<file path="src/rtl/usbtx_pkg.sv">
package usbtx_pkg;
    localparam int DEF_BIT_CLKS = 10;
    localparam int STUFF_RUN    = 6;
    localparam int BYTE_W       = 8;
    localparam int CNT_W        = 4;
    localparam int SLOT_W       = $clog2(BYTE_W + 1);
    localparam int MIN_BYTES    = 2;
    localparam int MAX_BYTES    = 12;
    localparam int EOP_SE0_BITS = 2;
    localparam logic [BYTE_W-1:0] SYNC_PATTERN = 8'h80;

    typedef enum logic [2:0] {
        TX_IDLE,
        TX_PRE,
        TX_BITS,
        TX_SE0,
        TX_EOPJ
    } tx_state_e;

    // byte under serialisation and the number of its bits still to go
    typedef struct packed {
        logic [BYTE_W-1:0] bits;
        logic [SLOT_W-1:0] left;
    } tx_slot_t;

    function automatic logic [CNT_W-1:0] clamp_count(input logic [CNT_W-1:0] req);
        if (req < CNT_W'(MIN_BYTES)) return CNT_W'(MIN_BYTES);
        if (req > CNT_W'(MAX_BYTES)) return CNT_W'(MAX_BYTES);
        return req;
    endfunction
endpackage

</file>
<file path="src/rtl/usbtx_bit_timer.sv">
module usbtx_bit_timer #(
    parameter int BIT_CLKS = 10
) (
    input  logic clk,
    input  logic rst,
    input  logic restart,
    input  logic run,
    output logic tick
);
    localparam int CW = (BIT_CLKS > 1) ? $clog2(BIT_CLKS) : 1;
    localparam logic [CW-1:0] LAST = CW'(BIT_CLKS - 1);

    logic [CW-1:0] cnt;

    assign tick = run && (cnt == LAST);

    always_ff @(posedge clk) begin
        if (rst || restart) begin
            cnt <= '0;
        end else if (run) begin
            cnt <= tick ? '0 : cnt + CW'(1);
        end
    end
endmodule

</file>
<file path="src/rtl/usbtx_line_coder.sv">
module usbtx_line_coder #(
    parameter int STUFF_RUN = 6
) (
    input  logic clk,
    input  logic rst,
    input  logic clear,
    input  logic shift_en,
    input  logic data_bit,
    output logic need_stuff,
    output logic line_k
);
    localparam int OW = $clog2(STUFF_RUN + 1);

    logic [OW-1:0] ones;

    assign need_stuff = (ones == OW'(STUFF_RUN));

    always_ff @(posedge clk) begin
        if (rst || clear) begin
            ones   <= '0;
            line_k <= 1'b0;
        end else if (shift_en) begin
            if (need_stuff || !data_bit) begin
                line_k <= ~line_k;
                ones   <= '0;
            end else begin
                ones   <= ones + OW'(1);
            end
        end
    end

    AST_RUN_LIMIT: assert property (@(posedge clk) disable iff (rst)
        ones <= OW'(STUFF_RUN));
endmodule

</file>
<file path="src/rtl/usb_ls_tx.sv">
module usb_ls_tx
    import usbtx_pkg::*;
#(
    parameter int BIT_CLKS = DEF_BIT_CLKS,
    parameter int ADDR_W   = 4
) (
    input  logic              clk,
    input  logic              rst,
    input  logic              start_data,
    input  logic              start_hsk,
    input  logic [CNT_W-1:0]  byte_count,
    input  logic [BYTE_W-1:0] hsk_pid,
    output logic              buf_rd,
    output logic [ADDR_W-1:0] buf_addr,
    input  logic [BYTE_W-1:0] buf_data,
    output logic              usb_dp,
    output logic              usb_dm,
    output logic              usb_oe,
    output logic              busy,
    output logic              addr_commit
);
    localparam int SE0W = (EOP_SE0_BITS > 1) ? $clog2(EOP_SE0_BITS) : 1;

    tx_state_e         state;
    logic              is_data;
    tx_slot_t          cur, eff;
    logic [BYTE_W-1:0] nxt;
    logic [CNT_W-1:0]  bytes_left, left_after;
    logic              rd_pend;
    logic [ADDR_W-1:0] rd_ptr;
    logic [SE0W-1:0]   se0_bits;

    logic idle, go_hsk, go_data, go, bit_tick, serializing;
    logic load_next, have_bit, fetch, need_stuff, line_k, coder_shift;

    assign idle        = (state == TX_IDLE);
    assign go_hsk      = idle && start_hsk;
    assign go_data     = idle && start_data && !start_hsk;
    assign go          = go_hsk || go_data;
    assign serializing = (state == TX_PRE) || (state == TX_BITS);

    usbtx_bit_timer #(.BIT_CLKS(BIT_CLKS)) u_timer (
        .clk(clk), .rst(rst), .restart(go), .run(!idle), .tick(bit_tick)
    );

    always_comb begin
        load_next  = (cur.left == '0) && (bytes_left != '0);
        eff        = load_next ? '{bits: nxt, left: SLOT_W'(BYTE_W)} : cur;
        have_bit   = (eff.left != '0);
        left_after = load_next ? bytes_left - CNT_W'(1) : bytes_left;
        fetch      = is_data && (eff.left == SLOT_W'(1)) && (left_after != '0);
    end

    assign coder_shift = bit_tick && serializing && (need_stuff || have_bit);

    usbtx_line_coder #(.STUFF_RUN(STUFF_RUN)) u_coder (
        .clk(clk), .rst(rst), .clear(go), .shift_en(coder_shift),
        .data_bit(eff.bits[0]), .need_stuff(need_stuff), .line_k(line_k)
    );

    always_ff @(posedge clk) begin
        if (rst) begin
            state       <= TX_IDLE;
            is_data     <= 1'b0;
            cur         <= '0;
            nxt         <= '0;
            bytes_left  <= '0;
            rd_pend     <= 1'b0;
            rd_ptr      <= '0;
            se0_bits    <= '0;
            buf_rd      <= 1'b0;
            buf_addr    <= '0;
            addr_commit <= 1'b0;
        end else begin
            buf_rd      <= 1'b0;
            addr_commit <= 1'b0;
            rd_pend     <= buf_rd;
            if (rd_pend) nxt <= buf_data;
            unique case (state)
                TX_IDLE: begin
                    if (go) begin
                        state   <= TX_PRE;
                        is_data <= go_data;
                        cur     <= '{bits: SYNC_PATTERN, left: SLOT_W'(BYTE_W)};
                        rd_ptr  <= '0;
                        if (go_hsk) begin
                            bytes_left <= CNT_W'(1);
                            nxt        <= hsk_pid;
                        end else begin
                            bytes_left <= clamp_count(byte_count) - CNT_W'(1);
                        end
                    end
                end
                TX_PRE, TX_BITS: begin
                    if (bit_tick) begin
                        state <= TX_BITS;
                        if (!need_stuff) begin
                            if (have_bit) begin
                                cur        <= '{bits: eff.bits >> 1, left: eff.left - SLOT_W'(1)};
                                bytes_left <= left_after;
                                if (fetch) begin
                                    buf_rd   <= 1'b1;
                                    buf_addr <= rd_ptr;
                                    rd_ptr   <= rd_ptr + ADDR_W'(1);
                                end
                            end else begin
                                state       <= TX_SE0;
                                se0_bits    <= '0;
                                addr_commit <= is_data;
                            end
                        end
                    end
                end
                TX_SE0: begin
                    if (bit_tick) begin
                        if (se0_bits == SE0W'(EOP_SE0_BITS - 1)) state <= TX_EOPJ;
                        else se0_bits <= se0_bits + SE0W'(1);
                    end
                end
                TX_EOPJ: begin
                    if (bit_tick) state <= TX_IDLE;
                end
                default: state <= TX_IDLE;
            endcase
        end
    end

    assign usb_oe = !idle;
    assign busy   = !idle;
    assign usb_dp = (state == TX_BITS) && line_k;
    assign usb_dm = (state == TX_PRE) || (state == TX_EOPJ) || ((state == TX_BITS) && !line_k);

    AST_LINES_HOLD: assert property (@(posedge clk) disable iff (rst)
        (busy && !bit_tick) |=> $stable({usb_dp, usb_dm}));
    AST_COMMIT_DATA_ONLY: assert property (@(posedge clk) disable iff (rst)
        addr_commit |-> (state == TX_SE0) && is_data);
    AST_HSK_NO_READ: assert property (@(posedge clk) disable iff (rst)
        buf_rd |-> is_data);
    AST_BYTE_READY: assert property (@(posedge clk) disable iff (rst)
        (bit_tick && serializing && load_next && !need_stuff) |-> (!rd_pend && !buf_rd));
    AST_RELEASE_QUIET: assert property (@(posedge clk) disable iff (rst)
        $fell(usb_oe) |-> !usb_dp && !usb_dm && !busy);
endmodule

</file>
<file path="config.mk">
export PLATFORM = sky130hd
export DESIGN_NAME = usb_ls_tx
export DESIGN_NICKNAME = d
export VERILOG_FILES = /design/src/rtl/usbtx_pkg.sv /design/src/rtl/usbtx_bit_timer.sv /design/src/rtl/usbtx_line_coder.sv /design/src/rtl/usb_ls_tx.sv
export SDC_FILE = /design/constraint.sdc
export NUM_CORES = 1
export LEC_CHECK = 0
export ABC_CLOCK_PERIOD_IN_PS = 2800
export BUFFER_PORTS_ARGS = -buffer_cell sky130_fd_sc_hd__buf_4
export CORE_UTILIZATION = 30
export DETAILED_ROUTE_END_ITERATION = 16
export PLACE_DENSITY_LB_ADDON = 0.1
export SLEW_MARGIN = 10
export SYNTH_ARGS = -nofsm -noshare
export SYNTH_HDL_FRONTEND = slang
export SYNTH_SLANG_ARGS = --single-unit
</file>
<file path="constraint.sdc">
create_clock -name clk -period 2.8 [get_ports clk]
set_clock_uncertainty 0.1 [all_clocks]
set_input_delay 0.28 -clock clk [delete_from_list [all_inputs] [get_ports clk]]
set_output_delay 0.28 -clock clk [all_outputs]
set_load 0.02 [all_outputs]
</file>
-- Yosys cells after proc, flatten, opt, wreduce, memory -nomap -nowiden
Cells that the tools add are included.
- memories: 0
- bits in read-only memories: 0
- input port bits: 24
- logic and storage cells: 143
- bits in latches: 0
- flip-flop bits (word level): 48
- memory bits (writable): 0
- reduce and logical (&&, ||, !) cells: 39
- shifts and indexed selects: 0
- div/mod/pow operators: 0
- $mul: 0
- $add $sub $neg: 7
- bitwise operators: 5
- multiplexer cells: 59
- equal/unequal tests: 16
- magnitude comparators: 2
- operators with widths (operator ; number):
    $mux 4 ; 20
    $mux 12 ; 5
    $mux 8 ; 4
    $pmux 12 s2 ; 1
    $reduce_and 5->1 ; 4
    $mux 1 ; 19
    $mux 3 ; 6
    $ne 2x2->1 const B ; 8
    $pmux 4 s2 ; 2
    $pmux 3 s4 ; 1
    $reduce_bool 4->1 ; 3
    $sub 4x1->4 const B ; 3
    $logic_and 1x1->1 ; 11
    $reduce_or 5->1 ; 2
    $add 4x1->4 const B ; 2
    $logic_or 1x1->1 ; 7
    $eq 3x2->1 const B ; 2
    $eq 3x3->1 const B ; 2
    $reduce_and 6->1 ; 1
    $not 1->1 ; 5
    $eq 4x1->1 const B ; 1
    $eq 4x4->1 const B ; 1
    $gt 4x4->1 const B ; 1
    $logic_not 1->1 ; 4
    other kinds (11) ; 13

-- Logic depth before layout (Yosys ltp)
Gate-level depths: netlist (run 1).
- word-level depth: 22
- depth in mapped cells: 9
- depth with buffers taken out: 8

-- Cells and area by module
A second synthesis (run 1) with hierarchy kept.
- cells, all modules: 297
- area, all modules: 2650.0 sq um
- modules (own cells, without submodules) (module ; cells an instance ; area each (sq um) ; times used ; seq. area each (sq um)):
    usb_ls_tx ; 252 ; 2254.7 ; 1 ; 800.8
    usbtx_bit_timer ; 23 ; 201.4 ; 1 ; 80.1
    usbtx_line_coder ; 22 ; 193.9 ; 1 ; 80.1

-- Worst setup path before layout (run 1)
No wires, ideal clock.
- kind: register -> register
- start point: register bytes_left[0]
- end point: register rd_ptr[3]
- path slack: 0.369 ns
- required time: 2.613 ns
- buffers on the path: 1
- setup time: 0.087 ns
- arrival: 2.244 ns
- stages on the path, launching flop included: 10
- cell sequence: dfxtp_1 inv_1 ha_1 or3b_4 and2_4 buf_6 a31oi_4 o31ai_1 or4_4 o31ai_1
- longest elaborated chain between the ends: 8
- elaborated cells on any way between the ends: 13
- classes of those cells: 1 x add/sub; 3 x eq/ne; 2 x mux; 7 x reduce/logical
- ends and longest elaborated chain (item ; RTL line ; RTL):
    start: declaration ; usb_ls_tx.sv:28 ; logic [CNT_W-1:0] bytes_left, left_after;
    start signal: assignment ; usb_ls_tx.sv:90 ; bytes_left <= clamp_count(byte_count) - CNT_W'(1);
    start signal: assignment ; usb_ls_tx.sv:100 ; bytes_left <= left_after;
    parallel branches: the longest is 7 deep, another holds $sub 4x1->4 ; -- ;
    $reduce_and 6->1 (no line) * ; -- ;
    end signal: assignment ; usb_ls_tx.sv:104 ; rd_ptr <= rd_ptr + ADDR_W'(1);
    end: declaration ; usb_ls_tx.sv:30 ; logic [ADDR_W-1:0] rd_ptr;
Every way passes the cells marked *.
A chain may end at the register's enable or synchronous reset.

-- Worst setup path in the final report (run 1)
Ends and elaborated chain as after synthesis.

==> flow_summary.ini, run 1 <==
[placement]
place.gp.congestion = 0.729
place_area_mm2 = 0.00292
portBuffers = 33
pre_cts_slack_ps = 207
hpwl_mm = 4.36

[cts]
clkSinkCount = 48
clkTransAtPathRegs_ps = 100
cts.path.max_buffers = 2
clock_latency_ps = 300
postCtsSetupBuffers = 0
cts_tree = yes
cts_made_buffers = 5
htreeDepth = 2
cts_root_buffer = clkbuf_8

[setup_path]
crit_fanout = 5
cp_top_family = simple AND/OR/NAND/NOR gates
cpMostUsedCell = o31ai_1
worstSetupStartpointType = flop
critPathMaxStageDelay_ps = 510
cp_cell_sequence = inv_1 -> ha_1 -> or3b_4 -> a21boi_1 -> and3_1 -> o31ai_1 -> or4_4 -> o31ai_1
arrival_ps = 2680
crit_required_ps = 2920
crit_path_end_kind = flop
crit_slowest_cell = or4_4
critPathKind = reg -> reg
critPathBufInv = 1

[sta]
hold_violations = 0
fin_tns_setup_ps = 0
drv_slew = 0
max-slew-margin-rel_pct = 53.3
fin_crit_sh_pct = 91.6
fin_crit_ps = 2570
hold_slack_ps = 81.3
tightest_slew_ps = 696
setup_ws_ps = 235
max_freq_ghz = 0.390
finalSetupViolCount = 0
rsz0062_at_grt = no

[floorplan]
die_area_mm2 = 0.00892
core_area_mm2 = 0.00826
die_height_um = 94.5
io_pins = 34
dieWidth_um = 94.5
start_util_pct = 31.1
placementRows = 33

[synth]
yosysMostFrequentCell = dfxtp_1
synth_cell_type_count = 61
syn-num-nets = 352
ys_warn_count = 0
netlist_area_mm2 = 0.00256
syn_inst = 318
ys_seq_area_share_pct = 37.5
ys.flop_type = dfxtp_1
ys_async_sr_fraction_pct = 0
synth_common_cells = dfxtp_1, nand2_1, nor2_1
synth_edf_count = 0
synth_top_area_cell = dfxtp_1
synthTopCellsByArea = dfxtp_1, nand2_1, nor2_1, a21oi_1, ha_1
synth-seq-cells = 48
synth_top_cell_area_share_pct = 37.5
syn_avg_cell_area_um2 = 8.07

[finish]
n_fill_cell = 881
synthToLayoutAreaGrowth_pct = 20.2
n_antenna_cell = 0
final_area_mm2 = 0.00308
nets = 380
drive_gt1_share_pct = 17.3

[global_route]
antenna_found_initial = 0
grt_max_degree = 35
grt_pass1_wl_mm = 10.0
grt_use_total_pct = 14.1
grt_pass1_vias = 2039
grt_overflow = 0

[route]
vias = 2316
drt-total-wl_mm = 6.08
avgRoutedWirePerCell_um = 13.4
vias_per_cell = 5.12
drt-initial-drc-count = 140
ant_nets = 0
drt_drc_violations_left = 0
dr.pass1.iters = 4

[outcome]
status = finished, final reports clean

[run]
drv_cap = 0

[worst_hold_path]
hold_path.class = in -> reg

[power_and_ir_drop]
p_per_area_mw_per_mm2 = 576
ir_worst_vdd_mv = 0.311
p_leak_nw = 1.21
==> flip-flops by register name, indices dropped and copies added (netlist names) <==
| signal | flops |
|---|---|
| buf_addr | 4 |
| se0_bits | 1 |
| addr_commit | 1 |
| u_coder.ones | 3 |
| is_data | 1 |
| cur | 12 |
| state | 3 |
| u_timer.cnt | 4 |
| u_coder.line_k | 1 |
| rd_pend | 1 |
| rd_ptr | 4 |
| nxt | 8 |
| bytes_left | 4 |
| buf_rd | 1 |
==> final cells by class <==
cell class | count | area [µm²] | area share, %
Clock inverter | 3 | 90.1 | 2.92
Multi-Input combinational cell | 236 | 1470 | 47.7
Sequential cell | 48 | 961 | 31.2
Clock buffer | 5 | 68.8 | 2.23
Tap cell | 105 | 131 | 4.26
Timing Repair Buffer | 41 | 308 | 9.98
Inverter | 14 | 52.6 | 1.70
==> where the power goes <==
group / internal (W) / leakage, nW / switching, W
registers: 0.000710 / 0.391 / 0.0000340
logic: 0.000140 / 0.739 / 0.000198
clock network: 0.000447 / 0.0784 / 0.000248
total: 0.00130 / 1.21 / 0.000480
==> per-layer routing <==
layer  global-route usage (%)  up-vias  share of wire, %
met3                     2.74        5               2.5
met2                     22.4       26                47
met5                        0        -                 0
met1                     19.5     1097                50
li1                         -     1188                 -
met4                     3.41        0              0.84
==> per-stage QoR <==
stage / utilization (%) / instances / power [W]
finish: 37.3 / 452 / 0.00178
CTS: 37.2 / 452 / 0.00180
floorplan: - / 318 / 0.000996
detailed placement: 35.3 / 444 / 0.00110
global route: 37.3 / 452 / 0.00187
global placement: 35.3 / 444 / 0.00110
==> worst paths after layout <==
check,start,endpoint,slack (ps),cells after the start
setup / recovery,bytes_left[0]$_SDFFE_PP0P_,rd_ptr[3]$_SDFFE_PP0P_,230,8
hold / removal,start_hsk,is_data$_SDFFE_PP0P_,80,2
setup reg to reg,bytes_left[0]$_SDFFE_PP0P_,rd_ptr[3]$_SDFFE_PP0P_,230,8
hold reg to reg,cur[7]$_SDFFE_PP0P_,cur[7]$_SDFFE_PP0P_,360,2
==> placed cells by master (no fill, tap or decap), types with 10 or more instances in the layout <==
cell type / synthesis / routed
ha_1: 10 / 10
dfxtp_1: 48 / 48
nor2_1: 36 / 36
a211oi_1: 12 / 12
inv_1: 13 / 13
nand3_1: 11 / 11
nand2_1: 42 / 42
o21ai_0: 12 / 12
a21oi_1: 25 / 25
buf_4: 1 / 41
mux2i_1: 12 / 12
==> logic make-up after synthesis <==
kind of cell	Yosys count	share of synthesized area (%)
AOI/OAI and AO/OA	80	21.2
and+or+nand+nor	130	24.9
adders and majority gates	11	5.27
xor gates and xnor gates	3	1.02
muxes	12	4.68
buffers and inverters	34	5.46
DFF	48	37.5
==> what timing repair did <==
item                                    CTS  global route
endpoints found under the setup margin    0             2
hold buffers                              0             0
resized for setup                         0             2
No activity file was read; power rests on OpenSTA's default activity.
==> run 2: changes to the inputs <==
ABC_CLOCK_PERIOD_IN_PS = 2100   (was 2800)
GPL_TIMING_DRIVEN = 0   (was unset)
clock period = 2.1 ns   (was 2.8 ns; I/O delays follow)
==> flow_summary.ini, run 2 (synthesized netlist as in run 1, its figures left out) <==
[finish]
regArea_um2 = 980
regMostFlops = cur
final_cell_mix = buf_4, dfxtp_1, nand2_1
n_fill_cell = 848
n_antenna_cell = 0
fin_cells = 491
drive_gt1_share_pct = 37.6
reg.largest.list = cur x12, nxt x8
final_common_cell = buf_4
synthToLayoutAreaGrowth_pct = 46.1
nets = 419
multi_input_area_mm2 = 0.00182
largest_reg_flops = 12
post-route-util_pct = 45.4

[global_route]
grt_overflow = 0
antenna_found_initial = 0
grt_use_total_pct = 16.2
grt_pass1_wl_mm = 11.2
grt_pass1_vias = 2305
grt_max_degree = 16

[sta]
fin_crit_sh_pct = 115
fin_tns_setup_ps = -3610
fin_crit_ps = 2410
finalSetupViolCount = 26
rsz0062_at_grt = yes
setup_ws_ps = -308
max-slew-margin-rel_pct = 51.9
hold_violations = 0
drv_slew = 0
max_freq_ghz = 0.415
tightest_slew_ps = 721

[setup_path]
cp_top_family = simple AND/OR/NAND/NOR gates
crit_slowest_cell = or3b_4
arrival_ps = 2490
cp.depth = 9
r2r-end = buf_addr[1]$_SDFFE_PP0P_
cpMostUsedCell = buf_6
critPathMaxStageDelay_ps = 490
r2r_setup_slack_ps = -310
critPathKind = reg -> reg
crit_fanout = 7
crit_required_ps = 2180
reg2reg_depth = 9
crit_path_end_kind = flop
crit_start = bytes_left[3]$_SDFFE_PP0P_
worstSetupStartpointType = flop
cp_cell_sequence = or3b_4 -> buf_6 -> a211oi_4 -> a31oi_4 -> buf_6 -> o311ai_4 -> buf_6 -> mux2i_1 -> nor2_1
endpoint = buf_addr[1]$_SDFFE_PP0P_
critPathBufInv = 3
r2r-start = bytes_left[3]$_SDFFE_PP0P_

[cts]
cts_root_buffer = clkbuf_8
cts.path.max_buffers = 2
htreeDepth = 2
clkTransAtPathRegs_ps = 100
clkSinkCount = 48
clock_latency_ps = 310
cts_tree = yes
cts_made_buffers = 5

[power_and_ir_drop]
ir_worst_vdd_mv = 0.322
p_total_w = 0.00251
p_leak_nw = 1.44
p_per_area_mw_per_mm2 = 669

[outcome]
violations = negative setup slack
status = finished, violations left

[placement]
portBuffers = 32
pre_cts_slack_ps = -630
dp.cells = 455
place.gp.congestion = 0.797
hpwl_mm = 4.79

[route]
vias_per_cell = 5.09
avgRoutedWirePerCell_um = 15.4
vias = 2501
drt_drc_violations_left = 0
dr.pass1.iters = 4
drt-total-wl_mm = 7.57
ant_nets = 0
drt-initial-drc-count = 65

[floorplan]
die_height_um = 94.5
dieWidth_um = 94.5
start_util_pct = 31.1
io_pins = 34
die_area_mm2 = 0.00892
placementRows = 33
core_area_mm2 = 0.00826

[worst_hold_path]
hold_path.class = in -> reg

[run]
drv_cap = 0
==> run 2: cell count changes in the layout (fill, tap and decap cells not counted), sizes merged <==
cell,change
buf,+25
clkbuf,+13
bufinv,-2
clkinv,+1
clkinvlp,+1
dlygate4sd3,+1
==> run 2: metrics by stage <==
stage | hold slack [ps] | cell area (µm²)
6_report | 85.1 | 3750
3_5_place_dp | 334 | 2960
5_1_grt | 86.3 | 3750
2_1_floorplan | 207 | 2580
4_1_cts | 80.3 | 3300
3_3_place_gp | 331 | 2960
==> run 2: how the worst min path moves through the flow <==
| stage | from | endpoint | slack [ps] | cells after the start |
|---|---|---|---|---|
| after floorplan | start_hsk | is_data$_SDFFE_PP0P_ | 210 | 1 |
| after global routing | hsk_pid[4] | nxt[4]$_SDFF_PP0_ | 90 | 3 |
| after CTS | hsk_pid[6] | nxt[6]$_SDFF_PP0_ | 80 | 3 |
| after detailed placement | start_hsk | is_data$_SDFFE_PP0P_ | 330 | 2 |
| final | hsk_pid[5] | nxt[5]$_SDFF_PP0_ | 90 | 3 |
| after global placement | start_hsk | is_data$_SDFFE_PP0P_ | 330 | 2 |
==> run 2: repair_timing <==
action,in CTS,in global routing
hold buffers,1,0
cloned,0,2
buffers inserted,12,16
pin swaps,11,19
resized for setup,42,66
hold endpoints to repair,1,0
endpoints found under the setup margin,30,30
==> run 2: layout make-up <==
type                    count  area share [%]
flip-flops and latches     48            26.1
clock inverters             3            1.13
well taps                 105            3.50
multi-input cells         236            48.5
inverters                  14            1.60
repair buffers             63            14.3
plain buffers              17            2.97
clock buffers               5            1.84
==> run 2: power by group <==
group	internal [W]	leakage (nW)	switching (W)
Sequential	0.000946	0.394	0.0000552
Clock	0.000353	0.0541	0.000343
Combinational	0.000397	0.994	0.000413
==> run 2: per-layer routing <==
| metal | vias to the layer above | global-route usage [%] | part of all wire [%] |
|---|---|---|---|
| met4 | 0 | 4.67 | 1.4 |
| met2 | 40 | 26.3 | 48 |
| met1 | 1181 | 21.4 | 48 |
| li1 | 1271 | - | - |
| met3 | 9 | 3.78 | 2.7 |
| met5 | - | 0 | 0 |
==> run 2: worst min-delay path, stage by stage <==
cell and delay [ps]:
buf_4 110, nor2_1 90, a211oi_1 50
